**config.mk**
```make
export PLATFORM = sky130hd
export DESIGN_NAME = w1c_irq_unit
export DESIGN_NICKNAME = d
export VERILOG_FILES = /design/src/rtl/w1c_irq_pkg.sv /design/src/rtl/w1c_src_map.sv /design/src/rtl/w1c_sticky_bank.sv /design/src/rtl/w1c_irq_gen.sv /design/src/rtl/w1c_irq_unit.sv
export SDC_FILE = /design/constraint.sdc
export NUM_CORES = 1
export LEC_CHECK = 0
export BUFFER_PORTS_ARGS = -buffer_cell sky130_fd_sc_hd__buf_4
export CAP_MARGIN = 20
export CORE_ASPECT_RATIO = 1.25
export CORE_MARGIN = 1.5
export CORE_UTILIZATION = 49
export DETAILED_ROUTE_END_ITERATION = 10
export GPL_ROUTABILITY_DRIVEN = 0
export PLACE_DENSITY = 0.91
export RECOVER_POWER = 100
export SYNTH_ARGS = -nofsm -noshare
export SYNTH_HDL_FRONTEND = slang
export SYNTH_HIERARCHICAL = 1
export SYNTH_SLANG_ARGS = --single-unit
```
**constraint.sdc**
```tcl
create_clock -name clk -period 2.3 [get_ports clk]
set_clock_uncertainty 0.05 [all_clocks]
set_input_delay 0.115 -clock clk [delete_from_list [all_inputs] [get_ports clk]]
set_output_delay 0.115 -clock clk [all_outputs]
set_load 0.05 [all_outputs]
```
**src/rtl/w1c_irq_pkg.sv**
```systemverilog
package w1c_irq_pkg;

  typedef enum logic [1:0] {
    SEL_NONE = 2'd0,
    SEL_STAT = 2'd1,
    SEL_EN   = 2'd2
  } reg_sel_e;

  // Build the implemented-bit mask from the source layout.
  function automatic logic [31:0] impl_mask(int tx_n, int tx_base,
                                            int rx_n, int rx_base,
                                            int link_pos);
    logic [31:0] m;
    m = '0;
    for (int i = 0; i < tx_n; i++) m[tx_base + i] = 1'b1;
    for (int i = 0; i < rx_n; i++) m[rx_base + i] = 1'b1;
    m[link_pos] = 1'b1;
    return m;
  endfunction

endpackage

```
**src/rtl/w1c_src_map.sv**
```systemverilog
module w1c_src_map #(
  parameter int DATA_W   = 32,
  parameter int TX_N     = 6,
  parameter int TX_BASE  = 0,
  parameter int RX_N     = 6,
  parameter int RX_BASE  = 8,
  parameter int LINK_POS = 16
) (
  input  logic [TX_N-1:0]   tx_evt,
  input  logic [RX_N-1:0]   rx_evt,
  input  logic              link_evt,
  output logic [DATA_W-1:0] set_vec
);
  // Place each source pulse at its fixed position in the status word.
  always_comb begin
    set_vec = '0;
    for (int i = 0; i < TX_N; i++) set_vec[TX_BASE + i] = tx_evt[i];
    for (int i = 0; i < RX_N; i++) set_vec[RX_BASE + i] = rx_evt[i];
    set_vec[LINK_POS] = link_evt;
  end
endmodule

```
**src/rtl/w1c_sticky_bank.sv**
```systemverilog
module w1c_sticky_bank #(
  parameter int          DATA_W = 32,
  parameter logic [31:0] IMPL   = 32'h0001_3F3F
) (
  input  logic              clk,
  input  logic              rst_n,
  input  logic [DATA_W-1:0] set_vec,
  input  logic [DATA_W-1:0] clr_vec,
  output logic [DATA_W-1:0] stat_q
);
  for (genvar b = 0; b < DATA_W; b++) begin : g_bit
    if (IMPL[b]) begin : g_flop
      // A set at the same edge as a clear wins, so no event is lost.
      always_ff @(posedge clk) begin
        if (!rst_n) stat_q[b] <= 1'b0;
        else        stat_q[b] <= set_vec[b] | (stat_q[b] & ~clr_vec[b]);
      end
    end else begin : g_tie
      assign stat_q[b] = 1'b0;
    end
  end
endmodule

```
**src/rtl/w1c_irq_gen.sv**
```systemverilog
module w1c_irq_gen #(
  parameter int DATA_W = 32
) (
  input  logic              clk,
  input  logic              rst_n,
  input  logic [DATA_W-1:0] stat_q,
  input  logic [DATA_W-1:0] en_q,
  output logic              irq
);
  always_ff @(posedge clk) begin
    if (!rst_n) irq <= 1'b0;
    else        irq <= |(stat_q & en_q);
  end
endmodule

```
**src/rtl/w1c_irq_unit.sv**
```systemverilog
module w1c_irq_unit
  import w1c_irq_pkg::*;
#(
  parameter int          DATA_W   = 32,
  parameter int          ADDR_W   = 8,
  parameter int          TX_N     = 6,
  parameter int          TX_BASE  = 0,
  parameter int          RX_N     = 6,
  parameter int          RX_BASE  = 8,
  parameter int          LINK_POS = 16,
  parameter logic [7:0]  STAT_OFS = 8'h08,
  parameter logic [7:0]  EN_OFS   = 8'h0C
) (
  input  logic              clk,
  input  logic              rst_n,
  input  logic              bus_wr_en,
  input  logic [ADDR_W-1:0] bus_addr,
  input  logic [DATA_W-1:0] bus_wdata,
  output logic [DATA_W-1:0] bus_rdata,
  input  logic [TX_N-1:0]   tx_evt,
  input  logic [RX_N-1:0]   rx_evt,
  input  logic              link_evt,
  output logic              irq
);
  localparam logic [31:0] IMPL = impl_mask(TX_N, TX_BASE, RX_N, RX_BASE, LINK_POS);
  localparam logic [DATA_W-1:0] IMPL_W = DATA_W'(IMPL);

  reg_sel_e          sel;
  logic [DATA_W-1:0] set_vec;
  logic [DATA_W-1:0] clr_vec;
  logic [DATA_W-1:0] stat_q;
  logic [DATA_W-1:0] en_q;

  always_comb begin
    if (bus_addr == ADDR_W'(STAT_OFS))    sel = SEL_STAT;
    else if (bus_addr == ADDR_W'(EN_OFS)) sel = SEL_EN;
    else                                  sel = SEL_NONE;
  end

  w1c_src_map #(
    .DATA_W(DATA_W), .TX_N(TX_N), .TX_BASE(TX_BASE),
    .RX_N(RX_N), .RX_BASE(RX_BASE), .LINK_POS(LINK_POS)
  ) map_i (
    .tx_evt(tx_evt), .rx_evt(rx_evt), .link_evt(link_evt), .set_vec(set_vec)
  );

  assign clr_vec = (bus_wr_en && sel == SEL_STAT) ? bus_wdata : '0;

  w1c_sticky_bank #(.DATA_W(DATA_W), .IMPL(IMPL)) bank_i (
    .clk(clk), .rst_n(rst_n), .set_vec(set_vec), .clr_vec(clr_vec), .stat_q(stat_q)
  );

  always_ff @(posedge clk) begin
    if (!rst_n)                          en_q <= '0;
    else if (bus_wr_en && sel == SEL_EN) en_q <= bus_wdata & IMPL_W;
  end

  always_comb begin
    case (sel)
      SEL_STAT: bus_rdata = stat_q;
      SEL_EN:   bus_rdata = en_q;
      default:  bus_rdata = '0;
    endcase
  end

  w1c_irq_gen #(.DATA_W(DATA_W)) irq_i (
    .clk(clk), .rst_n(rst_n), .stat_q(stat_q), .en_q(en_q), .irq(irq)
  );
endmodule

```
==> flow_summary.json, run 1 <==
{
  "grt_max_degree": 41,
  "tritoncts": "yes",
  "path_max_fanout": 13,
  "cts-resized-gates": 0,
  "wire_per_inst_um": 12.6,
  "status": "finished clean",
  "post-place-ws_ns": 0.453,
  "io_buffers": 50,
  "syn_area_um2": 1910,
  "seq_power_share_pct": 53.3,
  "synth_warnings": 6,
  "root_buffer": "clkbuf_8",
  "pwr-share-clk_pct": 29.0,
  "htree_levels": 1,
  "worst_slew_pin_slew_ns": 1.00,
  "drt_iter0_markers": 36,
  "die_area_um2": 4280,
  "hpwl_um": 3070,
  "clk_pin_slew_ns": 0.09,
  "fin_util_pct": 60.7,
  "clockBufferDepth": 2,
  "postSynthAreaPerCell_um2": 8.52,
  "core-area_um2": 3750,
  "p_per_area_nw_per_um2": 409,
  "stdcell_count": 325,
  "rows": 25,
  "viasPerCell": 4.78,
  "p_comb_share_pct": 17.7,
  "maxSlewHeadroom_pct": 33.2,
  "max_cap_violations": 0,
  "globalRouteTotalUtil_pct": 19.7,
  "grt_pass1_vias": 1481,
  "boundaryPins": 89,
  "area_growth_pct": 19.3,
  "worstHoldPathType": "primary input to flop",
  "dpl.cell_count": 310,
  "drt_wl_total_um": 4090,
  "cts_setup_buffers": 0,
  "totalNegativeSetupSlack_ns": 0,
  "max_freq_mhz": 487,
  "grt_setup_unrepaired": "no",
  "post-route-min-period_ns": 2.05,
  "switching_power_uw": 233,
  "fin_crit_sh_pct": 89.3,
  "clkLatencyLatePin_ns": 0.27,
  "crit_type": "primary input to output pin",
  "layout-drive-gt1-share_pct": 22.1,
  "setup_viol": 0,
  "fin_ws_ns": 0.247,
  "p_sw_share_pct": 25.0,
  "hold_viol": 0,
  "power.internal_uw": 699,
  "p_total_uw": 932,
  "timing.critical_path.required_ns": 2.13,
  "start_util_pct": 50.9,
  "num_vias": 1552,
  "cts_made_buffers": 3,
  "fp.dieH_um": 72.8,
  "antenna_found_initial": 0,
  "drc": 0,
  "dr.pass1.iters": 4,
  "postRouteAntennaNets": 0,
  "overflow": 0,
  "start_kind": "primary input",
  "final_nets": 342,
  "fp.dieW_um": 58.8,
  "nFillCells": 372,
  "cp-end-kind": "output pin",
  "num_antenna_cells": 0,
  "ir_drop_mv": 0.317,
  "maxSlewViolCount": 0,
  "crit_arrival_ns": 1.89,
  "syn_inst": 224,
  "leakagePower_uw": 0.00102,
  "cts.sinks": 27,
  "hold_buffers": 10,
  "grt_pass1_wl_um": 6510
}
path summary, 6_finish.rpt:
kind	start	cells after the start	slack, ns	end
worst min register to register	en_q[1]$_SDFFE_PN0P_	2	0.43	en_q[1]$_SDFFE_PN0P_
worst min-delay path	rx_evt[2]	2	0.005	bank_i/stat_q[10]$_SDFF_PN0_
worst max register to register	en_q[12]$_SDFFE_PN0P_	3	1.00	irq_i/irq$_SDFF_PN0_
worst max-delay path	bus_addr[4]	5	0.25	bus_rdata[9]
registers in the layout, summed over array words and instances, names as in the netlist:
name,flops
en_q,13
irq_i/irq,1
bank_i/stat_q,13
power groups by stage:
stage | Sequential, uW | Clock, uW | Combinational [uW]
finish | 497 | 270 | 165
global route | 499 | 301 | 184
CTS | 497 | 283 | 166
detailed placement | 508 | 0 | 152
global placement | 507 | 0 | 148
floorplan | 508 | 0 | 127
per-layer routing:
metal  track usage [%]  wire [um]
met5                 0          0
met4              5.05         34
met3              2.48        146
met2              38.0       2260
met1              22.2       1650
cell type report:
cell class / count / area, um^2 / share of cell area (%)
Inverter: 1 / 3.75 / 0.165
Clock buffer: 3 / 41.3 / 1.81
Sequential cell: 27 / 541 / 23.7
Multi-Input combinational cell: 189 / 1160 / 50.8
Tap cell: 40 / 50.0 / 2.20
Clock inverter: 1 / 7.51 / 0.330
Timing Repair Buffer: 64 / 478 / 21.0
per-stage QoR:
stage                     hold slack, ns  instance area [um^2]
after CTS                       0.000160                  2330
after detailed placement           0.278                  2180
after global placement             0.274                  2180
final                            0.00475                  2280
after global routing             0.00346                  2280
after floorplan                    0.183                  2040
worst max-delay path: stages:
cell      delay [ns]
clkbuf_4        0.11
or4b_4          0.57
or2_2           0.46
nor2_1          0.15
clkbuf_1        0.48
cell usage in the layout, fill, tap and decap left out:
cell type / n
clkbuf_4: 1
buf_4: 44
clkinvlp_4: 1
or3_1: 1
o41a_1: 1
clkbuf_1: 8
and2_2: 11
and2_1: 21
nor3_4: 1
nor2b_1: 13
or4b_4: 1
nand2_1: 27
nor4_1: 1
nand4_1: 4
nor2_1: 13
dfxtp_1: 27
inv_1: 1
dlygate4sd3_1: 11
mux2i_1: 26
a22oi_1: 16
o21a_1: 13
or2_2: 1
nor3_1: 1
clkbuf_8: 3
conb_1: 38
Note: power is estimated with default switching activity, not from simulation.
==> run 2: changes to the inputs <==
--- a/config.mk
+++ b/config.mk
@@ -7,2 +7,3 @@
 export LEC_CHECK = 0
+export ABC_CLOCK_PERIOD_IN_PS = 2300
 export BUFFER_PORTS_ARGS = -buffer_cell sky130_fd_sc_hd__buf_4
==> constraint.sdc (replaced) <==
create_clock -name clk -period 2.3 [get_ports clk]
set_clock_uncertainty 0.05 [all_clocks]
set_input_delay 0.345 -clock clk [delete_from_list [all_inputs] [get_ports clk]]
set_output_delay 0.345 -clock clk [all_outputs]
set_load 0.05 [all_outputs]
==> run 2 against run 1 <==
- core utilization fell by 2.2 points
- flip-flop and latch count is the same
- register-to-register slack better by 0.03 ns
- total power shrank 1.7%
- global-route usage down 0.68 points
- hold slack better by 0.22 ns
- sequential share of layout area is 0.89 points higher
- first-iteration DRC count is 8.3% lower
- die area unchanged
- count of clock-buffer cells in the layout unchanged
- design area down 3.6%
- non-clock buffer count is 9 lower
- critical path type unchanged
- largest cell class unchanged
- highest routed layer unchanged
==> flow_summary.json, run 2 (synthesis results as in run 1) <==
{
  "maxSlewViolCount": 0,
  "cts_made_buffers": 3,
  "final_cell_mix": "39 x buf_4, 38 x conb_1, 27 x nand2_1, 27 x dfxtp_1, 26 x mux2i_1",
  "p_per_area_nw_per_um2": 417,
  "critPathMostFrequentCell": "clkbuf_4",
  "drt_iter0_markers": 33,
  "num_vias": 1520,
  "crit_arrival_ns": 1.84,
  "maxSlewHeadroom_pct": 60.6,
  "fp.dieH_um": 72.8,
  "fin_hold_ws_ns": 0.227,
  "layout_commonest_cell": "buf_4",
  "start_kind": "primary input",
  "tritoncts": "yes",
  "path_max_fanout": 13,
  "cp_slowest_cell": "or4b_1",
  "setup_viol": 0,
  "grt_pass1_wl_um": 6370,
  "antenna_found_initial": 0,
  "fin_crit_sh_pct": 97.0,
  "hold_buffers": 0,
  "reg.largest.list": "bank_i/stat_q (13), en_q (13), irq_i/irq (1)",
  "drt_wl_total_um": 3830,
  "p_total_uw": 916,
  "rows": 25,
  "post-route-min-period_ns": 2.23,
  "grt_pass1_vias": 1490,
  "area_growth_pct": 14.9,
  "clk_pin_slew_ns": 0.09,
  "grt_max_degree": 41,
  "postRouteAntennaNets": 0,
  "cts-resized-gates": 0,
  "grt_setup_unrepaired": "no",
  "worst_slew_pin_slew_ns": 0.589,
  "viasPerCell": 4.81,
  "drc": 0,
  "cts_setup_buffers": 0,
  "cp-end-kind": "output pin",
  "worstHoldStart": "link_evt",
  "crit_type": "primary input to output pin",
  "max_cap_violations": 0,
  "globalRouteTotalUtil_pct": 19.1,
  "worstHoldPathType": "primary input to flop",
  "die_area_um2": 4280,
  "max_freq_mhz": 448,
  "final_nets": 333,
  "hold_viol": 0,
  "ir_drop_mv": 0.227,
  "crit_start": "bus_addr[4]",
  "num_antenna_cells": 0,
  "timing.critical_path.required_ns": 1.90,
  "boundaryPins": 89,
  "htree_levels": 1,
  "overflow": 0,
  "crit_path_cell_trace": "clkbuf_4 > or4b_1 > or2_2 > nor2_1 > clkbuf_4",
  "root_buffer": "clkbuf_8",
  "cts.sinks": 27,
  "status": "finished clean",
  "critPathMaxStageDelay_ns": 0.53,
  "leakagePower_uw": 0.00101,
  "start_util_pct": 50.9,
  "reg2reg_from": "en_q[2]$_SDFFE_PN0P_",
  "core-area_um2": 3750,
  "wire_per_inst_um": 12.1,
  "clkLatencyLatePin_ns": 0.27,
  "dr.pass1.iters": 2,
  "io_buffers": 50,
  "layout-drive-gt1-share_pct": 25.4,
  "fp.dieW_um": 58.8,
  "hpwl_um": 2960,
  "clockBufferDepth": 2
}
run 2: cell types whose count changed in the layout (fill, tap and decap cells not counted), sizes merged:
cell         previous run  this run
clkbuf                 12        15
buf                    44        43
clkinv                  0         1
dlygate4sd3            11         0
clkinvlp                1         0
run 2: critical path: cells and delay by family:
family | cells | cell delay [ns]
and+or+nand+nor | 3 | 1.14
buffers and inverters | 2 | 0.34
run 2: path summary, 6_finish.rpt:
| check | end | slack [ns] | depth (start not counted) |
|---|---|---|---|
| worst max-delay path | bus_rdata[1] | 0.07 | 5 |
| worst min-delay path | bank_i/stat_q[16]$_SDFF_PN0_ | 0.23 | 2 |
| worst max register to register | irq_i/irq$_SDFF_PN0_ | 1.03 | 3 |
| worst min register to register | en_q[4]$_SDFFE_PN0P_ | 0.43 | 2 |
run 2: stage by stage:
step / cell area [um^2] / utilization, % / worst slack [ns] / instances / setup TNS, ns
floorplan: 2040 / - / -0.186 / 260 / -2.03
global placement: 2190 / 58.5 / 0.0925 / 312 / 0
detailed placement: 2190 / 58.5 / 0.0959 / 312 / 0
CTS: 2240 / 59.7 / 0.0857 / 316 / 0
global route: 2190 / 58.5 / 0.0235 / 316 / 0
finish: 2190 / 58.5 / 0.0684 / 316 / 0
run 2: cell type report:
type                    count  area, um^2
repair buffers             55         385
well taps                  40        50.0
multi-input cells         189        1170
flip-flops and latches     27         541
inverters                   1        3.75
clock inverters             1        5.00
clock buffers               3        41.3
fillers                   364        1560
run 2: power by group:
part           internal [uW]  total [uW]  leakage, uW  switching (uW)
Sequential               485         497     0.000222            12.4
Clock                    121         268    0.0000255             147
Combinational           79.7         151     0.000758            71.0
run 2: per-layer routing:
layer	GRT usage [%]	part of all wire [%]	routed length (um)	vias up
met3	2.13	3.8	147	6
met1	22.8	43	1630	690
li1	-	-	-	783
met5	0	0	0	-
met2	34.8	52	1990	41
met4	6.06	1.7	65	0
